[config.mk]
export PLATFORM = sky130hd
export DESIGN_NAME = sa_tdc_ctrl
export DESIGN_NICKNAME = d
export VERILOG_FILES = /design/src/rtl/sa_tdc_pkg.sv /design/src/rtl/sa_tdc_rst_sync.sv /design/src/rtl/sa_tdc_frame.sv /design/src/rtl/sa_tdc_gate.sv /design/src/rtl/sa_tdc_counter.sv /design/src/rtl/sa_tdc_ctrl.sv
export SDC_FILE = /design/constraint.sdc
export NUM_CORES = 1
export LEC_CHECK = 0
export ABC_AREA = 1
export BUFFER_PORTS_ARGS = -buffer_cell sky130_fd_sc_hd__buf_2
export CAP_MARGIN = 20
export CORE_ASPECT_RATIO = 1.1
export CORE_UTILIZATION = 62
export DETAILED_ROUTE_END_ITERATION = 10
export GPL_TIMING_DRIVEN = 0
export MAX_ROUTING_LAYER = met4
export PLACE_DENSITY = 0.82
export SLEW_MARGIN = 20
export SYNTH_ARGS = -nofsm -noshare
export SYNTH_HDL_FRONTEND = slang
export SYNTH_HIERARCHICAL = 1
export SYNTH_SLANG_ARGS = --single-unit
[constraint.sdc]
create_clock -name clk_i -period 4.5 [get_ports clk_i]
set_input_delay 0.9 -clock clk_i [delete_from_list [all_inputs] [get_ports clk_i]]
set_output_delay 0.9 -clock clk_i [all_outputs]
set_load 0.01 [all_outputs]
[src/rtl/sa_tdc_pkg.sv]
package sa_tdc_pkg;
  typedef enum logic [1:0] {
    ST_IDLE   = 2'd0,
    ST_COARSE = 2'd1,
    ST_FINE_A = 2'd2,
    ST_FINE_B = 2'd3
  } seq_state_e;
endpackage

[src/rtl/sa_tdc_rst_sync.sv]
module sa_tdc_rst_sync #(
  parameter int STAGES = 2
) (
  input  logic clk_i,
  input  logic rst_ni,
  output logic rst_no
);
  logic [STAGES-1:0] sync_q;

  always_ff @(posedge clk_i or negedge rst_ni) begin
    if (!rst_ni) sync_q <= '0;
    else         sync_q <= {sync_q[STAGES-2:0], 1'b1};
  end

  assign rst_no = sync_q[STAGES-1];
endmodule

[src/rtl/sa_tdc_frame.sv]
module sa_tdc_frame #(
  parameter int TB_W = 6
) (
  input  logic            clk_i,
  input  logic            rst_ni,
  input  logic            en_i,
  input  logic            fire_i,
  output logic [TB_W-1:0] bin_o,
  output logic            bin_vld_o,
  output logic            frame_end_o
);
  localparam logic [TB_W-1:0] LAST_BIN = '1;

  logic            act_q, act_d;
  logic [TB_W-1:0] bin_q, bin_d;
  logic            end_q, end_d;

  always_comb begin
    act_d = act_q;
    bin_d = bin_q;
    end_d = act_q && (bin_q == LAST_BIN);
    if (act_q) begin
      if (bin_q == LAST_BIN) act_d = 1'b0;
      else                   bin_d = bin_q + 1'b1;
    end else if (fire_i && en_i) begin
      act_d = 1'b1;
      bin_d = '0;
    end
  end

  always_ff @(posedge clk_i or negedge rst_ni) begin
    if (!rst_ni) begin
      act_q <= 1'b0;
      bin_q <= '0;
      end_q <= 1'b0;
    end else begin
      act_q <= act_d;
      bin_q <= bin_d;
      end_q <= end_d;
    end
  end

  assign bin_o       = bin_q;
  assign bin_vld_o   = act_q;
  assign frame_end_o = end_q;

  p_frame_open_r2: assert property (@(posedge clk_i) disable iff (!rst_ni)
    (!act_q && fire_i && en_i) |=> (act_q && bin_q == '0));
  p_frame_len_r2: assert property (@(posedge clk_i) disable iff (!rst_ni)
    (act_q && bin_q == LAST_BIN) |=> (!act_q && end_q));
endmodule

[src/rtl/sa_tdc_gate.sv]
module sa_tdc_gate
  import sa_tdc_pkg::*;
#(
  parameter int TB_W  = 6,
  parameter int BIT_W = 3
) (
  input  seq_state_e       st_i,
  input  logic [TB_W-1:0]  lo_i,
  input  logic [BIT_W-1:0] bit_i,
  input  logic [TB_W-1:0]  fbin_i,
  input  logic [TB_W-1:0]  bin_i,
  input  logic             bin_vld_i,
  input  logic             det_i,
  output logic             inc_o,
  output logic             dec_o
);
  localparam int EXT = TB_W + 1;

  logic [EXT-1:0] half_x, lo_x, mid_x, top_x, bin_x;
  logic           hit;

  always_comb begin
    half_x = EXT'(1) << bit_i;
    lo_x   = {1'b0, lo_i};
    mid_x  = lo_x + half_x;
    top_x  = mid_x + half_x;
    bin_x  = {1'b0, bin_i};
    hit    = bin_vld_i && det_i;
    inc_o  = 1'b0;
    dec_o  = 1'b0;
    case (st_i)
      ST_COARSE: begin
        inc_o = hit && (bin_x >= lo_x) && (bin_x < mid_x);
        dec_o = hit && (bin_x >= mid_x) && (bin_x < top_x);
      end
      ST_FINE_A: inc_o = hit && (bin_i == fbin_i);
      ST_FINE_B: inc_o = hit && (bin_i == fbin_i + TB_W'(1));
      default: begin
        inc_o = 1'b0;
        dec_o = 1'b0;
      end
    endcase
  end
endmodule

[src/rtl/sa_tdc_counter.sv]
module sa_tdc_counter #(
  parameter int HB_W = 10
) (
  input  logic            clk_i,
  input  logic            rst_ni,
  input  logic            clr_i,
  input  logic            up_only_i,
  input  logic            inc_i,
  input  logic            dec_i,
  output logic [HB_W-1:0] cnt_o
);
  localparam logic [HB_W-1:0] POS_MAX = {1'b0, {(HB_W-1){1'b1}}};
  localparam logic [HB_W-1:0] NEG_MIN = {1'b1, {(HB_W-1){1'b0}}};
  localparam logic [HB_W-1:0] U_MAX   = '1;

  logic [HB_W-1:0] cnt_q, cnt_d;
  logic            at_top;

  always_comb begin
    at_top = up_only_i ? (cnt_q == U_MAX) : (cnt_q == POS_MAX);
    cnt_d  = cnt_q;
    if (clr_i)                                        cnt_d = '0;
    else if (inc_i && !at_top)                        cnt_d = cnt_q + 1'b1;
    else if (dec_i && !up_only_i && cnt_q != NEG_MIN) cnt_d = cnt_q - 1'b1;
  end

  always_ff @(posedge clk_i or negedge rst_ni) begin
    if (!rst_ni) cnt_q <= '0;
    else         cnt_q <= cnt_d;
  end

  assign cnt_o = cnt_q;

  p_clear_step_r4: assert property (@(posedge clk_i) disable iff (!rst_ni)
    clr_i |=> (cnt_q == '0));
  p_no_overflow_r4: assert property (@(posedge clk_i) disable iff (!rst_ni)
    (!clr_i && !up_only_i && inc_i && cnt_q == POS_MAX) |=> (cnt_q == POS_MAX));
  p_no_underflow_r4: assert property (@(posedge clk_i) disable iff (!rst_ni)
    (!clr_i && !up_only_i && dec_i && cnt_q == NEG_MIN) |=> (cnt_q == NEG_MIN));
  p_fine_sat_r6: assert property (@(posedge clk_i) disable iff (!rst_ni)
    (!clr_i && up_only_i && inc_i && cnt_q == U_MAX) |=> (cnt_q == U_MAX));
endmodule

[src/rtl/sa_tdc_ctrl.sv]
module sa_tdc_ctrl
  import sa_tdc_pkg::*;
#(
  parameter int TB_W  = 6,
  parameter int HB_W  = 10,
  parameter int CYC_W = 8
) (
  input  logic             clk_i,
  input  logic             rst_ni,
  input  logic             start_i,
  input  logic [CYC_W-1:0] cfg_frames_i,
  input  logic             fire_i,
  input  logic             det_i,
  output logic             busy_o,
  output logic             done_o,
  output logic [TB_W-1:0]  coarse_code_o,
  output logic [TB_W-1:0]  fine_bin_o,
  output logic [HB_W-1:0]  fine_a_o,
  output logic [HB_W-1:0]  fine_b_o
);
  localparam int BIT_W = (TB_W > 1) ? $clog2(TB_W) : 1;
  localparam logic [BIT_W-1:0] TOP_BIT  = BIT_W'(TB_W - 1);
  localparam logic [TB_W-1:0]  LAST_BIN = '1;

  logic rst_n;

  seq_state_e       st_q, st_d;
  logic [TB_W-1:0]  lo_q, lo_d;
  logic [BIT_W-1:0] bit_q, bit_d;
  logic [CYC_W-1:0] frm_q, frm_d;
  logic [CYC_W-1:0] cfg_q, cfg_d;
  logic [HB_W-1:0]  fa_q, fa_d, fb_q, fb_d;
  logic             done_q, done_d;

  logic             clr, up_only, inc, dec, last_frm, busy;
  logic [TB_W-1:0]  bin, fbin, half;
  logic             bin_vld, frame_end;
  logic [HB_W-1:0]  cnt;

  sa_tdc_rst_sync #(.STAGES(2)) u_rst (
    .clk_i(clk_i), .rst_ni(rst_ni), .rst_no(rst_n)
  );

  sa_tdc_frame #(.TB_W(TB_W)) u_frame (
    .clk_i(clk_i), .rst_ni(rst_n), .en_i(busy), .fire_i(fire_i),
    .bin_o(bin), .bin_vld_o(bin_vld), .frame_end_o(frame_end)
  );

  sa_tdc_gate #(.TB_W(TB_W), .BIT_W(BIT_W)) u_gate (
    .st_i(st_q), .lo_i(lo_q), .bit_i(bit_q), .fbin_i(fbin), .bin_i(bin),
    .bin_vld_i(bin_vld), .det_i(det_i), .inc_o(inc), .dec_o(dec)
  );

  sa_tdc_counter #(.HB_W(HB_W)) u_cnt (
    .clk_i(clk_i), .rst_ni(rst_n), .clr_i(clr), .up_only_i(up_only),
    .inc_i(inc), .dec_i(dec), .cnt_o(cnt)
  );

  assign busy     = (st_q != ST_IDLE);
  assign up_only  = (st_q == ST_FINE_A) || (st_q == ST_FINE_B);
  assign fbin     = (lo_q == LAST_BIN) ? (lo_q - TB_W'(1)) : lo_q;
  assign half     = TB_W'(1) << bit_q;
  assign last_frm = ({1'b0, frm_q} + (CYC_W+1)'(1)) >= {1'b0, cfg_q};

  always_comb begin
    st_d   = st_q;
    lo_d   = lo_q;
    bit_d  = bit_q;
    frm_d  = frm_q;
    cfg_d  = cfg_q;
    fa_d   = fa_q;
    fb_d   = fb_q;
    done_d = 1'b0;
    clr    = 1'b0;
    case (st_q)
      ST_IDLE: begin
        if (start_i) begin
          st_d  = ST_COARSE;
          lo_d  = '0;
          bit_d = TOP_BIT;
          frm_d = '0;
          cfg_d = cfg_frames_i;
          fa_d  = '0;
          fb_d  = '0;
          clr   = 1'b1;
        end
      end
      ST_COARSE: begin
        if (frame_end) begin
          if (last_frm) begin
            clr   = 1'b1;
            frm_d = '0;
            if (cnt[HB_W-1]) lo_d = lo_q + half;
            if (bit_q == '0) st_d  = ST_FINE_A;
            else             bit_d = bit_q - 1'b1;
          end else begin
            frm_d = frm_q + 1'b1;
          end
        end
      end
      ST_FINE_A: begin
        if (frame_end) begin
          if (last_frm) begin
            fa_d  = cnt;
            clr   = 1'b1;
            frm_d = '0;
            st_d  = ST_FINE_B;
          end else begin
            frm_d = frm_q + 1'b1;
          end
        end
      end
      default: begin
        if (frame_end) begin
          if (last_frm) begin
            fb_d   = cnt;
            clr    = 1'b1;
            frm_d  = '0;
            done_d = 1'b1;
            st_d   = ST_IDLE;
          end else begin
            frm_d = frm_q + 1'b1;
          end
        end
      end
    endcase
  end

  always_ff @(posedge clk_i or negedge rst_n) begin
    if (!rst_n) begin
      st_q   <= ST_IDLE;
      lo_q   <= '0;
      bit_q  <= '0;
      frm_q  <= '0;
      cfg_q  <= '0;
      fa_q   <= '0;
      fb_q   <= '0;
      done_q <= 1'b0;
    end else begin
      st_q   <= st_d;
      lo_q   <= lo_d;
      bit_q  <= bit_d;
      frm_q  <= frm_d;
      cfg_q  <= cfg_d;
      fa_q   <= fa_d;
      fb_q   <= fb_d;
      done_q <= done_d;
    end
  end

  assign busy_o        = busy;
  assign done_o        = done_q;
  assign coarse_code_o = lo_q;
  assign fine_bin_o    = fbin;
  assign fine_a_o      = fa_q;
  assign fine_b_o      = fb_q;

  p_done_pulse_r8: assert property (@(posedge clk_i) disable iff (!rst_n)
    done_q |=> !done_q);
  p_busy_fall_r8: assert property (@(posedge clk_i) disable iff (!rst_n)
    $fell(busy) |-> done_q);
  p_code_hold_r7: assert property (@(posedge clk_i) disable iff (!rst_n)
    up_only |=> $stable(lo_q));
  p_count_in_frame_r2: assert property (@(posedge clk_i) disable iff (!rst_n)
    (inc || dec) |-> bin_vld);
endmodule

Yosys cells after proc, flatten, opt, wreduce, memory -nomap -nowiden
Index checks and enable logic that the tools add are counted.
- $add $sub $neg: 11
- $lt $le $gt $ge: 5
- eq/ne operators: 19
- shift-type cells: 2
- multiplexer cells: 46
- bitwise operators: 1
- reduce and logical (&&, ||, !) cells: 34
- operators by type and width (operator ; count):
    2-to-1 mux 10 bit ; 6
    2-to-1 mux 6 bit ; 8
    one-hot mux 10 bit (2 select lines) ; 2
    2-to-1 mux 8 bit ; 4
    2-to-1 mux 2 bit ; 8
    less-than comparator 6 x 7 -> 1 bit ; 2
    != test 2 bit (second input constant) ; 7
    adder 6 x 1 -> 6 bit (second input constant) ; 2
    == test 6 bit ; 2
    == test 6 bit (second input constant) ; 2
    logical AND 1 bit ; 12
    2-to-1 mux 3 bit ; 4
    one-hot mux 6 bit (2 select lines) ; 1
    nonzero test 2 bit ; 6
    adder 10 x 1 -> 10 bit (second input constant) ; 1
    == test 10 bit (second input constant) ; 1
    == test 10 x 9 -> 1 bit (second input constant) ; 1
    2-to-1 mux 1 bit ; 10
    != test 10 bit (second input constant) ; 1
    AND reduction 5 bit ; 2
    subtractor 10 x 1 -> 10 bit (second input constant) ; 1
    adder 8 x 1 -> 9 bit (second input constant) ; 1
    >= comparator 9 x 8 -> 1 bit ; 1
    adder 8 x 1 -> 8 bit (second input constant) ; 1
    other kinds (26) ; 32
- bits in registers: 68
- input bits: 13
- output and inout port bits: 34
- word-level logic and storage cells: 131

Depth between registers and ports, before layout
Gate-level depths: netlist of the first run.
- word-level depth: 11
- depth in mapped cells: 31

By module
The synthesis of the first run kept the hierarchy.
- by module, submodules not included (module ; times used ; cells an instance ; area an instance (µm²) ; seq. area each (µm²)):
    sa_tdc_ctrl ; 1 ; 346 ; 2907.8 ; 1201.2
    sa_tdc_gate ; 1 ; 207 ; 1320.0 ; 0.0
    sa_tdc_counter ; 1 ; 146 ; 972.2 ; 250.2
    sa_tdc_frame ; 1 ; 54 ; 436.7 ; 200.2
    sa_tdc_rst_sync ; 1 ; 3 ; 53.8 ; 50.0

Least setup slack after synthesis of the first run
Ideal clock, no wire load.
- path kind: flip-flop to flip-flop
- from: reg bit_q[1]
- to: reg u_cnt.cnt_q[6], in the netlist u_cnt/cnt_o[6]
- data arrival time: 3.792 ns
- required time: 4.383 ns
- path slack: 0.591 ns
- cell stages (with the launch flop): 28
- buffers on the path: 1
- period minus slack after synthesis: 3.909 ns
- path through: dfrtp_1 -> buf_6 -> nor3_4 -> nand2_2 -> nand2_1 -> inv_1 -> ha_1 -> inv_1 -> nand2_2 -> a22oi_2 -> xor2_1 -> inv_1 -> ha_1 -> a21o_1 -> a21oi_1 -> o21ai_0 -> nand2_1 -> nand3_1 -> nand2_1 -> nand2_4 -> fa_1 -> nand3_1 -> nand2_1 -> nand2_1 -> nand2_1 -> or2_2 -> nand3_1 -> nand2_1
- RTL lines (item ; line ; text):
    from (decl) ; sa_tdc_ctrl.sv:29 ; logic [BIT_W-1:0] bit_q, bit_d;
    from (signal assigned) ; sa_tdc_ctrl.sv:142 ; bit_q <= bit_d;
    << shifter 1 x 3 -> 7 bit (*) ; sa_tdc_gate.sv:23 ; half_x = EXT'(1) << bit_i;
    adder 6 x 7 -> 7 bit (*) ; sa_tdc_gate.sv:25 ; mid_x = lo_x + half_x;
    less-than comparator 6 x 7 -> 1 bit (*) ; sa_tdc_gate.sv:33 ; inc_o = hit && (bin_x >= lo_x) && (bin_x < mid_x);
    logical AND 1 bit (*) ; sa_tdc_gate.sv:33 ;
    one-hot mux 1 bit (3 select lines) (*) ; sa_tdc_gate.sv:31 ; case (st_i)
    net inc ; sa_tdc_ctrl.sv:35 ; logic clr, up_only, inc, dec, last_frm, busy;
    logical AND 1 bit (*) ; sa_tdc_counter.sv:23 ; else if (inc_i && !at_top) cnt_d = cnt_q + 1'b1;
    2-to-1 mux 10 bit ; sa_tdc_counter.sv:23 ;
    2-to-1 mux 10 bit ; sa_tdc_counter.sv:22 ; if (clr_i) cnt_d = '0;
    to (signal assigned) ; sa_tdc_counter.sv:29 ; else cnt_q <= cnt_d;
    to (decl) ; sa_tdc_counter.sv:16 ; logic [HB_W-1:0] cnt_q, cnt_d;
The timed path passes the listed nets; every way through them passes the cells marked *.
A chain may end at the register's enable or synchronous reset.

Final worst setup path of the first run
- from: reg bit_q[0]
- to: reg u_cnt.cnt_q[6], in the netlist u_cnt/cnt_o[6]
Same word-level chain as after synthesis.

==> flow_summary.toml, run 1 <==
[worst_setup_path]
crit_type = "flip-flop to flip-flop"
crit_arrival_ns = 4.57
r2r-start = "bit_q[0]$_DFFE_PN0P_"
rr_endpoint = "u_cnt/cnt_o[6]$_DFFE_PN0P_"
path_max_fanout = 7
worst-r2r-cell-count = 27
endpoint_kind = "flip-flop"
worst_ep_required_time_ns = 4.75
rrSetupSlack_ns = 0.18
startpoint_type = "flip-flop"

[final_layout]
n_antenna_cell = 0
seqCellArea_um2 = 1708
final_area_um2 = 6500
fill_cells = 683
syn_to_final_growth_pct = 14.23
stdcell_count = 944
layout.nets = 903
multi_input_area_um2 = 3572
drive_gt1_share_pct = 21.69

[pwr]
leakage_nw = 3.514
power_density_nw_per_um2 = 756.4
vdd_drop_max_uv = 328.0

[yosys]
avgSynthCellArea_um2 = 7.527
yosys_register_bits = 68
synth_cell_types = 50
synth_cells = 756
yosysMostFrequentCell = "nand2_1"
yosys-top-cells-area = "dfrtp_1, ha_1, nand2_1"
synthFlopType = "dfrtp_1"
synthesis.nets = 834
synthArstFlopShare_pct = 100.0
synth_edf_count = 0
synth_top_cell_by_area = "dfrtp_1"
seq_area_frac_synth_pct = 29.90
yosysTopAreaCellShare_pct = 29.90
synth_commonest_cells = "nand2_1, inv_1, dfrtp_1, ha_1, nand3_1"
yosys_warnings = 6
syn_area_um2 = 5690

[sta]
hold_viol = 0
fin_skew_ns = 0.006829
fin_crit_ns = 4.320
maxClockFrequency_ghz = 0.2315
maxSlewHeadroom_pct = 57.76
period_share_pct = 95.99
setup_viol = 0
report.final.slew_viol_count = 0
tightest_slew_ns = 0.6279

[cts]
cts_root_buffer = "clkbuf_8"
clk_pin_slew_ns = 0.07
cts.sink_count = 68
cts_tree = "done"
numCtsBuffers = 9
htree_num_levels = 3
clockBufferDepth = 2
clock_latency_ns = 0.35

[detailed_routing]
wl_per_cell_um = 13.93
drc = 0
num_vias = 5111
antenna_left = 0
drtPass1Iterations = 5
route.final.wire_length_um = 13150
viasPerCell = 5.414
drtIter0Drc = 236

[job]
max_cap_violations = 0

[floorplan]
die_h_um = 102.5
coreArea_um2 = 8874
rows = 36
fp.dieArea_um2 = 9566
io-pin-count = 47
start_util_pct = 64.13
die_x_um = 93.35

[place]
io_buffers = 46
place_area_um2 = 6087
dp.cells = 917
hpwl_um = 9590
gp_congestion = 0.8919

[grt]
grt_pass1_wl_um = 21130
grt_max_degree = 37
grt_antenna_before_repair = 0
grt_pass1_vias = 4782
grt_use_total_pct = 28.78
grt_overflow = 0

[hold_path]
hold_path_class = "flip-flop to async pin"

[status]
outcome = "finished, final reports clean"
==> critical path, stage by stage (launching register included) <==
cell     delay, ns
dfrtp_2       0.44
inv_2         0.09
nor3_4        0.28
nand2_2       0.11
nand2_1       0.11
inv_1         0.05
ha_1          0.19
inv_1         0.07
nand2_2       0.10
a22oi_2       0.19
xor2_2        0.24
inv_1         0.07
ha_1          0.29
a21o_1        0.18
a21oi_1       0.12
o21ai_1       0.10
nand2_1       0.08
nand3_1       0.10
nand2_4       0.15
nand2_4       0.12
ha_4          0.26
a21oi_1       0.17
nand2_1       0.15
nand2_1       0.09
nand2_1       0.06
or2_2         0.27
nand3_1       0.08
nand2_1       0.05
==> where the power goes <==
| part | internal [W] | switching, W | total (W) |
|---|---|---|---|
| sequential | 0.000827 | 0.000320 | 0.00115 |
| combinational | 0.00127 | 0.00195 | 0.00322 |
| clock | 0.000316 | 0.000235 | 0.000551 |
==> flip-flops by register name, indices dropped and copies added (netlist names) <==
register,cells
u_cnt/cnt_o,10
frm_q,8
coarse_code_o,6
u_frame/bin_o,6
u_frame/bin_vld_o,1
fine_b_o,10
bit_q,3
done_o,1
st_q,2
u_rst/sync_q,2
fine_a_o,10
u_frame/frame_end_o,1
cfg_q,8
==> logic make-up after synthesis <==
kind of cell	after synthesis	share of synthesized area, %
compound gates	109	12.62
xor+xnor	24	3.958
fa+ha+maj	65	14.56
buf+inv	129	9.323
flops	68	29.90
mux	2	0.3738
other cells	1	0.06590
simple gates	358	29.20
==> per-layer routing <==
metal | up-vias | track usage, % | routed length, um
met5 | - | - | 0
met4 | 0 | 10.06 | 325
met3 | 28 | 3.795 | 590
met2 | 143 | 51.41 | 6622
met1 | 2377 | 33.16 | 5609
li1 | 2563 | - | -
==> worst max-delay path by stage <==
stage | cells after the start | slack [ns] | endpoint | startpoint
after global placement | 27 | 0.18 | u_cnt/cnt_o[6]$_DFFE_PN0P_ | bit_q[0]$_DFFE_PN0P_
after floorplan | 27 | 0.59 | u_cnt/cnt_o[6]$_DFFE_PN0P_ | bit_q[1]$_DFFE_PN0P_
final | 27 | 0.18 | u_cnt/cnt_o[6]$_DFFE_PN0P_ | bit_q[0]$_DFFE_PN0P_
after global routing | 27 | -0.11 | u_cnt/cnt_o[6]$_DFFE_PN0P_ | bit_q[0]$_DFFE_PN0P_
after detailed placement | 28 | -0.06 | u_cnt/cnt_o[9]$_DFFE_PN0P_ | bit_q[0]$_DFFE_PN0P_
after CTS | 27 | 0.06 | u_cnt/cnt_o[6]$_DFFE_PN0P_ | bit_q[1]$_DFFE_PN0P_
==> layout by cell type, fill, tap and decap left out, drive strengths merged, types with 2 or more instances in the layout <==
cell type / count
o211ai: 3
a31oi: 4
fa: 2
nand4: 8
buf: 66
a21o: 3
clkbuf: 19
dfrtp: 68
a21oi: 33
nor3: 8
o21bai: 6
o21ai: 55
nand3: 58
ha: 63
xor2: 13
inv: 113
nor2: 53
clkinv: 2
nand2: 222
xnor2: 11
nand3b: 2
or2: 7
==> stage by stage <==
step	setup TNS [ns]	total power (W)	setup WS, ns	utilization, %	hold WS (ns)
2_1_floorplan	0	0.003412	0.5908	-	0.3312
3_3_place_gp	0	0.003958	0.1786	68.33	0.3362
3_5_place_dp	-0.05712	0.004135	-0.05652	68.60	0.2921
4_1_cts	0	0.004718	0.05748	71.24	0.2941
5_1_grt	-0.1710	0.005393	-0.1091	73.25	0.3146
6_report	0	0.004917	0.1804	73.25	0.2704
==> repair_timing <==
| item | CTS | global route |
|---|---|---|
| pin swaps | 0 | 6 |
| gates resized for setup | 3 | 14 |
| setup buffers | 0 | 10 |
| gates cloned | 0 | 1 |
| hold endpoints to repair | 0 | 0 |
| hold buffers | 0 | 0 |
| endpoints found under the setup margin | 2 | 7 |
==> layout make-up <==
cell class              instances  share of cell area, %
multi-input cells             560                  54.96
flip-flops and latches         68                  26.28
inverters                     114                  6.641
repair buffers                 57                  5.005
clock buffers                  13                  2.753
well taps                     114                  2.194
plain buffers                  15                  1.521
clock inverters                 3                 0.6545
Power figures use the tool's default switching activity.
==> run 2, diff against run 1 <==
CORE_UTILIZATION = 55   (was 62)
PLACE_DENSITY = 0.77   (was 0.82)
REMOVE_ABC_BUFFERS = 1   (was unset)
clock period = 3.8 ns   (was 4.5 ns; I/O delays follow)
==> run 2 against run 1 <==
  * Critical path type unchanged
  * Global-route usage fell by 0.095 points
  * Largest power group unchanged
  * The flow now finishes with violations (setup timing)
  * Combinational power rose by 50%
  * Routed wire length rose by 17%
  * First-iteration DRC count rose by 72%
  * Critical path depth rose by 3
  * Register-to-register slack got worse by 0.56 ns
  * Sequential power rose by 21%
  * Utilization fell by 2.6 points
==> flow_summary.toml, run 2 (synthesis gave the netlist of run 1 again) <==
[status]
outcome = "finished, violations left"
violations = "setup timing"

[cts]
clock_latency_ns = 0.35
numCtsBuffers = 9
clk_pin_slew_ns = 0.07
cts_root_buffer = "clkbuf_8"
ctsHoldBuffers = 0
cts.sink_count = 68
htree_num_levels = 3
clockBufferDepth = 2
cts_tree = "done"

[floorplan]
coreArea_um2 = 9985
io-pin-count = 47
start_util_pct = 56.99
die_h_um = 108.7
die_x_um = 98.99
fp.dieArea_um2 = 10760
rows = 38

[sta]
tns_ns = -2.968
report.final.slew_viol_count = 0
hold_viol = 0
rsz0062_at_grt = "true"
period_share_pct = 109.9
fin_crit_ns = 4.177
maxClockFrequency_ghz = 0.2394
maxSlewHeadroom_pct = 60.09
tightest_slew_ns = 0.5933
fin_skew_ns = 0.009394
fin_ws_ns = -0.3774
setup_viol = 10

[final_layout]
drive_gt1_share_pct = 30.93
layout_common_cells = "nand2_1, inv_1, dfrtp_1"
layout_commonest_cell = "nand2_1"
layout.nets = 920
fill_cells = 726
n_antenna_cell = 0
syn_to_final_growth_pct = 23.90

[worst_setup_path]
slowest_stage = "dfrtp_2"
slowest_delay_ns = 0.45
path_common_cell = "nand2_1"
crit_type = "flip-flop to flip-flop"
worst_ep_required_time_ns = 4.04
endpoint_kind = "flip-flop"
path_max_fanout = 5
crit_arrival_ns = 4.42
startpoint_type = "flip-flop"

[place]
gp_congestion = 0.8530
hpwl_um = 9380
io_buffers = 46

[detailed_routing]
route.final.wire_length_um = 15330
wl_per_cell_um = 15.85
num_vias = 5523
drc = 0
antenna_left = 0
drtPass1Iterations = 10
drtIter0Drc = 406
viasPerCell = 5.711

[pwr]
switchingPower_w = 0.003507
power_density_nw_per_um2 = 969.4
clock_power_share_pct = 8.9
total_power_w = 0.006835
internal_power_w = 0.003328
leakage_nw = 3.649
p_comb_share_pct = 70.7
vdd_drop_max_uv = 794.0
power_frac_seq_pct = 20.3
switching_share_pct = 51.31

[grt]
grt_overflow = 0
grt_antenna_before_repair = 0
grt_use_total_pct = 28.68
grt_pass1_wl_um = 23630
grt_pass1_vias = 5224
grt_max_degree = 36

[job]
max_cap_violations = 0

[hold_path]
hold_path_class = "input port to async pin"
[run 2: changes by cell type in the layout (fill, tap and decap cells not counted), moves of 5 or more]
cell      change
a21oi_1       -7
a21oi_2       +7
buf_4        +25
clkbuf_1      -6
ha_1         -10
ha_4         +10
inv_1         -8
nand2_1      -12
nand2_2       +9
nand3_1       -5
nand3_2       +5
[run 2: worst max-delay path: cells and delay by family, from the launching register on]
family | cells | cell delay [ns]
adders and majority gates | 3 | 0.70
and+or+nand+nor | 19 | 1.89
buffers and inverters | 6 | 0.63
DFF | 1 | 0.45
AOI/OAI and AO/OA | 2 | 0.41
[run 2: layout make-up]
class	instances	area [um^2]	share of cell area [%]
sequential	68	1712	24.28
multi-input combinational	560	3928	55.71
tap	120	150.1	2.130
timing repair buffer	89	609.3	8.642
inverter	114	450.4	6.389
clock buffer	10	137.6	1.952
clock inverter	6	63.81	0.9051
[run 2: power by group through the flow]
stage / clock network (W) / logic (W) / registers (W)
CTS: 0.000616 / 0.00423 / 0.00138
global placement: 0 / 0.00322 / 0.00139
global route: 0.000646 / 0.00529 / 0.00143
floorplan: 0 / 0.00263 / 0.00132
finish: 0.000609 / 0.00484 / 0.00139
detailed placement: 0 / 0.00341 / 0.00140
[run 2: per-layer routing]
layer / track usage (%) / part of all wire (%) / vias to the layer above
met5: - / 0 / -
met2: 49.80 / 50 / 231
met3: 4.295 / 5.9 / 83
met1: 31.93 / 40 / 2600
li1: - / - / 2609
met4: 15.67 / 4.1 / 0
[run 2: worst paths after layout]
kind | start | endpoint | slack (ns) | depth (start not counted)
worst min-delay path | rst_ni | u_rst/sync_q[1]$_DFF_PN0_ | 0.17 | 1
min in group clk_i | u_rst/sync_q[0]$_DFF_PN0_ | u_rst/sync_q[1]$_DFF_PN0_ | 0.36 | 0
worst max-delay path | bit_q[1]$_DFFE_PN0P_ | u_cnt/cnt_o[9]$_DFFE_PN0P_ | -0.38 | 30
worst max register to register | bit_q[1]$_DFFE_PN0P_ | u_cnt/cnt_o[9]$_DFFE_PN0P_ | -0.38 | 30
worst min register to register | u_rst/sync_q[1]$_DFF_PN0_ | u_frame/bin_o[2]$_DFFE_PN0P_ | 0.27 | 0
max in group asynchronous | u_rst/sync_q[1]$_DFF_PN0_ | cfg_q[3]$_DFFE_PN0P_ | 2.99 | 1
[run 2: metrics by stage]
stage | instances | utilization, % | worst slack [ns] | hold slack, ns | area (um^2)
detailed placement | 908 | 60.05 | -0.6833 | 0.2934 | 5996
floorplan | 741 | - | -0.1014 | 0.3312 | 5592
finish | 967 | 70.61 | -0.3774 | 0.1738 | 7051
global route | 967 | 70.61 | -0.5217 | 0.1704 | 7051
CTS | 963 | 68.60 | -0.05895 | 0.1673 | 6849
global placement | 907 | 59.81 | -0.5169 | 0.3352 | 5972
[run 2: what timing repair did]
action,CTS,global route
setup buffers,38,4
endpoints found under the setup margin,10,10
pin swaps,43,43
cloned,1,0
gates resized for setup,74,33
==> run 3, diff against run 2 <==
CORE_UTILIZATION = 40   (was 55)
PLACE_DENSITY = unset   (was 0.77)
==> run 3 against run 2 <==
  * The run still ends with setup timing left
  * Sequential power hardly changed
  * Global-route usage down 9.3 points
  * Critical path depth decreased by 4
  * Critical path type unchanged
==> flow_summary.toml, run 3 (synthesis gave the netlist of run 1 again) <==
[grt]
grt_pass1_wl_um = 21730
grt_use_met1_pct = 24.34
met2_usage_pct = 31.84
grt_antenna_before_repair = 0
grt_pass1_vias = 4599
grt_max_degree = 37
grtUsageMet3_pct = 2.467
grt_use_total_pct = 19.37
grt-busiest-layer = "met2"
grt_overflow = 0

[worst_setup_path]
slowest_stage = "dfrtp_2"
r2r-start = "bit_q[1]$_DFFE_PN0P_"
rrSetupSlack_ns = -0.06
crit_type = "flip-flop to flip-flop"
worst-r2r-cell-count = 26
crit_family = "simple AND/OR/NAND/NOR gates"
startpoint_type = "flip-flop"
critPathBufInv = 3
rr_endpoint = "u_cnt/cnt_o[9]$_DFFE_PN0P_"
worst_ep_required_time_ns = 4.04
slowest_delay_ns = 0.45
endpoint_kind = "flip-flop"
crit_arrival_ns = 4.10
path_max_fanout = 5

[detailed_routing]
num_vias = 5016
route.final.wire_length_um = 13290
viasPerCell = 4.856
drtPass1Iterations = 5
drtIter0Drc = 272
wl_per_cell_um = 12.87
drc = 0
antenna_left = 0

[sta]
report.final.slew_viol_count = 0
maxSlewHeadroom_pct = 60.19
fin_skew_ns = 0.01176
hold_viol = 0
hold_ws_ns = 0.1879
setup_viol = 9
fin_ws_ns = -0.06392
tightest_slew_ns = 0.5964
period_share_pct = 101.7
maxClockFrequency_ghz = 0.2588
fin_crit_ns = 3.864
rsz0062_at_grt = "true"

[cts]
cts_tree = "done"
ctsHoldBuffers = 0
cts_root_buffer = "clkbuf_16"
htree_num_levels = 3
numCtsBuffers = 9
cts.sink_count = 68
clk_pin_slew_ns = 0.06
clock_latency_ns = 0.34
clockBufferDepth = 2

[hold_path]
hold_path_class = "input port to async pin"

[final_layout]
layout_commonest_cell = "nand2_1"
fill_cells = 1320
layout_common_cells = "nand2_1, inv_1, dfrtp_1"
n_antenna_cell = 0
drive_gt1_share_pct = 29.47
layout.nets = 918
syn_to_final_growth_pct = 25.00

[status]
violations = "setup timing"
outcome = "finished, violations left"

[pwr]
power_density_nw_per_um2 = 938.8
vdd_drop_max_uv = 368.2
total_power_w = 0.006678
leakage_nw = 3.651

[floorplan]
coreArea_um2 = 13850
rows = 45
io-pin-count = 47
die_h_um = 127.1
die_x_um = 115.7
start_util_pct = 41.08
fp.dieArea_um2 = 14710

[place]
io_buffers = 46
gp_congestion = 0.8256
hpwl_um = 9102

[job]
max_cap_violations = 0
[run 3: changes by cell type in the layout (fill, tap and decap cells not counted), moves of 3 or more]
| cell | previous run | this run |
|---|---|---|
| clkbuf_8 | 10 | 0 |
| clkbuf_16 | 0 | 9 |
| inv_6 | 0 | 5 |
| nand2_1 | 187 | 191 |
| nand2_2 | 26 | 23 |
[run 3: power by group]
part	internal, W	switching (W)
clock	0.000518	0.000364
sequential	0.000983	0.000405
combinational	0.00191	0.00250
[run 3: area by class of cell]
cell class / instances / area (um^2) / area share [%]
multi-input combinational: 560 / 3835 / 53.91
tap: 188 / 235.2 / 3.307
inverter: 114 / 450.4 / 6.332
clock buffer: 9 / 225.2 / 3.166
sequential: 68 / 1713 / 24.08
clock inverter: 7 / 80.08 / 1.126
timing repair buffer: 87 / 574.3 / 8.074
[run 3: how the worst max path moves through the flow]
stage | start | endpoint | slack, ns | cells after the start
after floorplan | bit_q[1]$_DFFE_PN0P_ | u_cnt/cnt_o[6]$_DFFE_PN0P_ | -0.10 | 26
after global placement | bit_q[1]$_DFFE_PN0P_ | u_cnt/cnt_o[6]$_DFFE_PN0P_ | -0.55 | 24
after detailed placement | bit_q[1]$_DFFE_PN0P_ | u_cnt/cnt_o[6]$_DFFE_PN0P_ | -0.57 | 24
after CTS | bit_q[0]$_DFFE_PN0P_ | u_cnt/cnt_o[4]$_DFFE_PN0P_ | -0.03 | 28
after global routing | bit_q[2]$_DFFE_PN0P_ | u_cnt/cnt_o[9]$_DFFE_PN0P_ | -0.35 | 29
final | bit_q[1]$_DFFE_PN0P_ | u_cnt/cnt_o[9]$_DFFE_PN0P_ | -0.06 | 26
[run 3: routing by layer]
layer	part of all wire [%]	wire length, um	up-vias
met5	0	0	-
met4	2.2	291	0
met3	3.0	396	20
met2	47	6198	93
met1	48	6407	2296
li1	-	-	2607
[run 3: through the flow]
step / worst slack [ns] / setup TNS, ns / instances / cell area (um^2) / utilization [%]
floorplan: -0.1014 / -0.1540 / 741 / 5592 / -
global placement: -0.5504 / -4.716 / 975 / 6057 / 43.73
detailed placement: -0.5742 / -4.933 / 976 / 6081 / 43.90
CTS: -0.02656 / -0.1669 / 1020 / 6809 / 49.16
global route: -0.3480 / -2.630 / 1033 / 7113 / 51.36
finish: -0.06392 / -0.2858 / 1033 / 7113 / 51.36
[run 3: what timing repair did]
action	in CTS	in global routing
buffers inserted	27	13
cloned	1	0
setup endpoints to repair	10	10
resized for setup	53	38
pin swaps	26	37
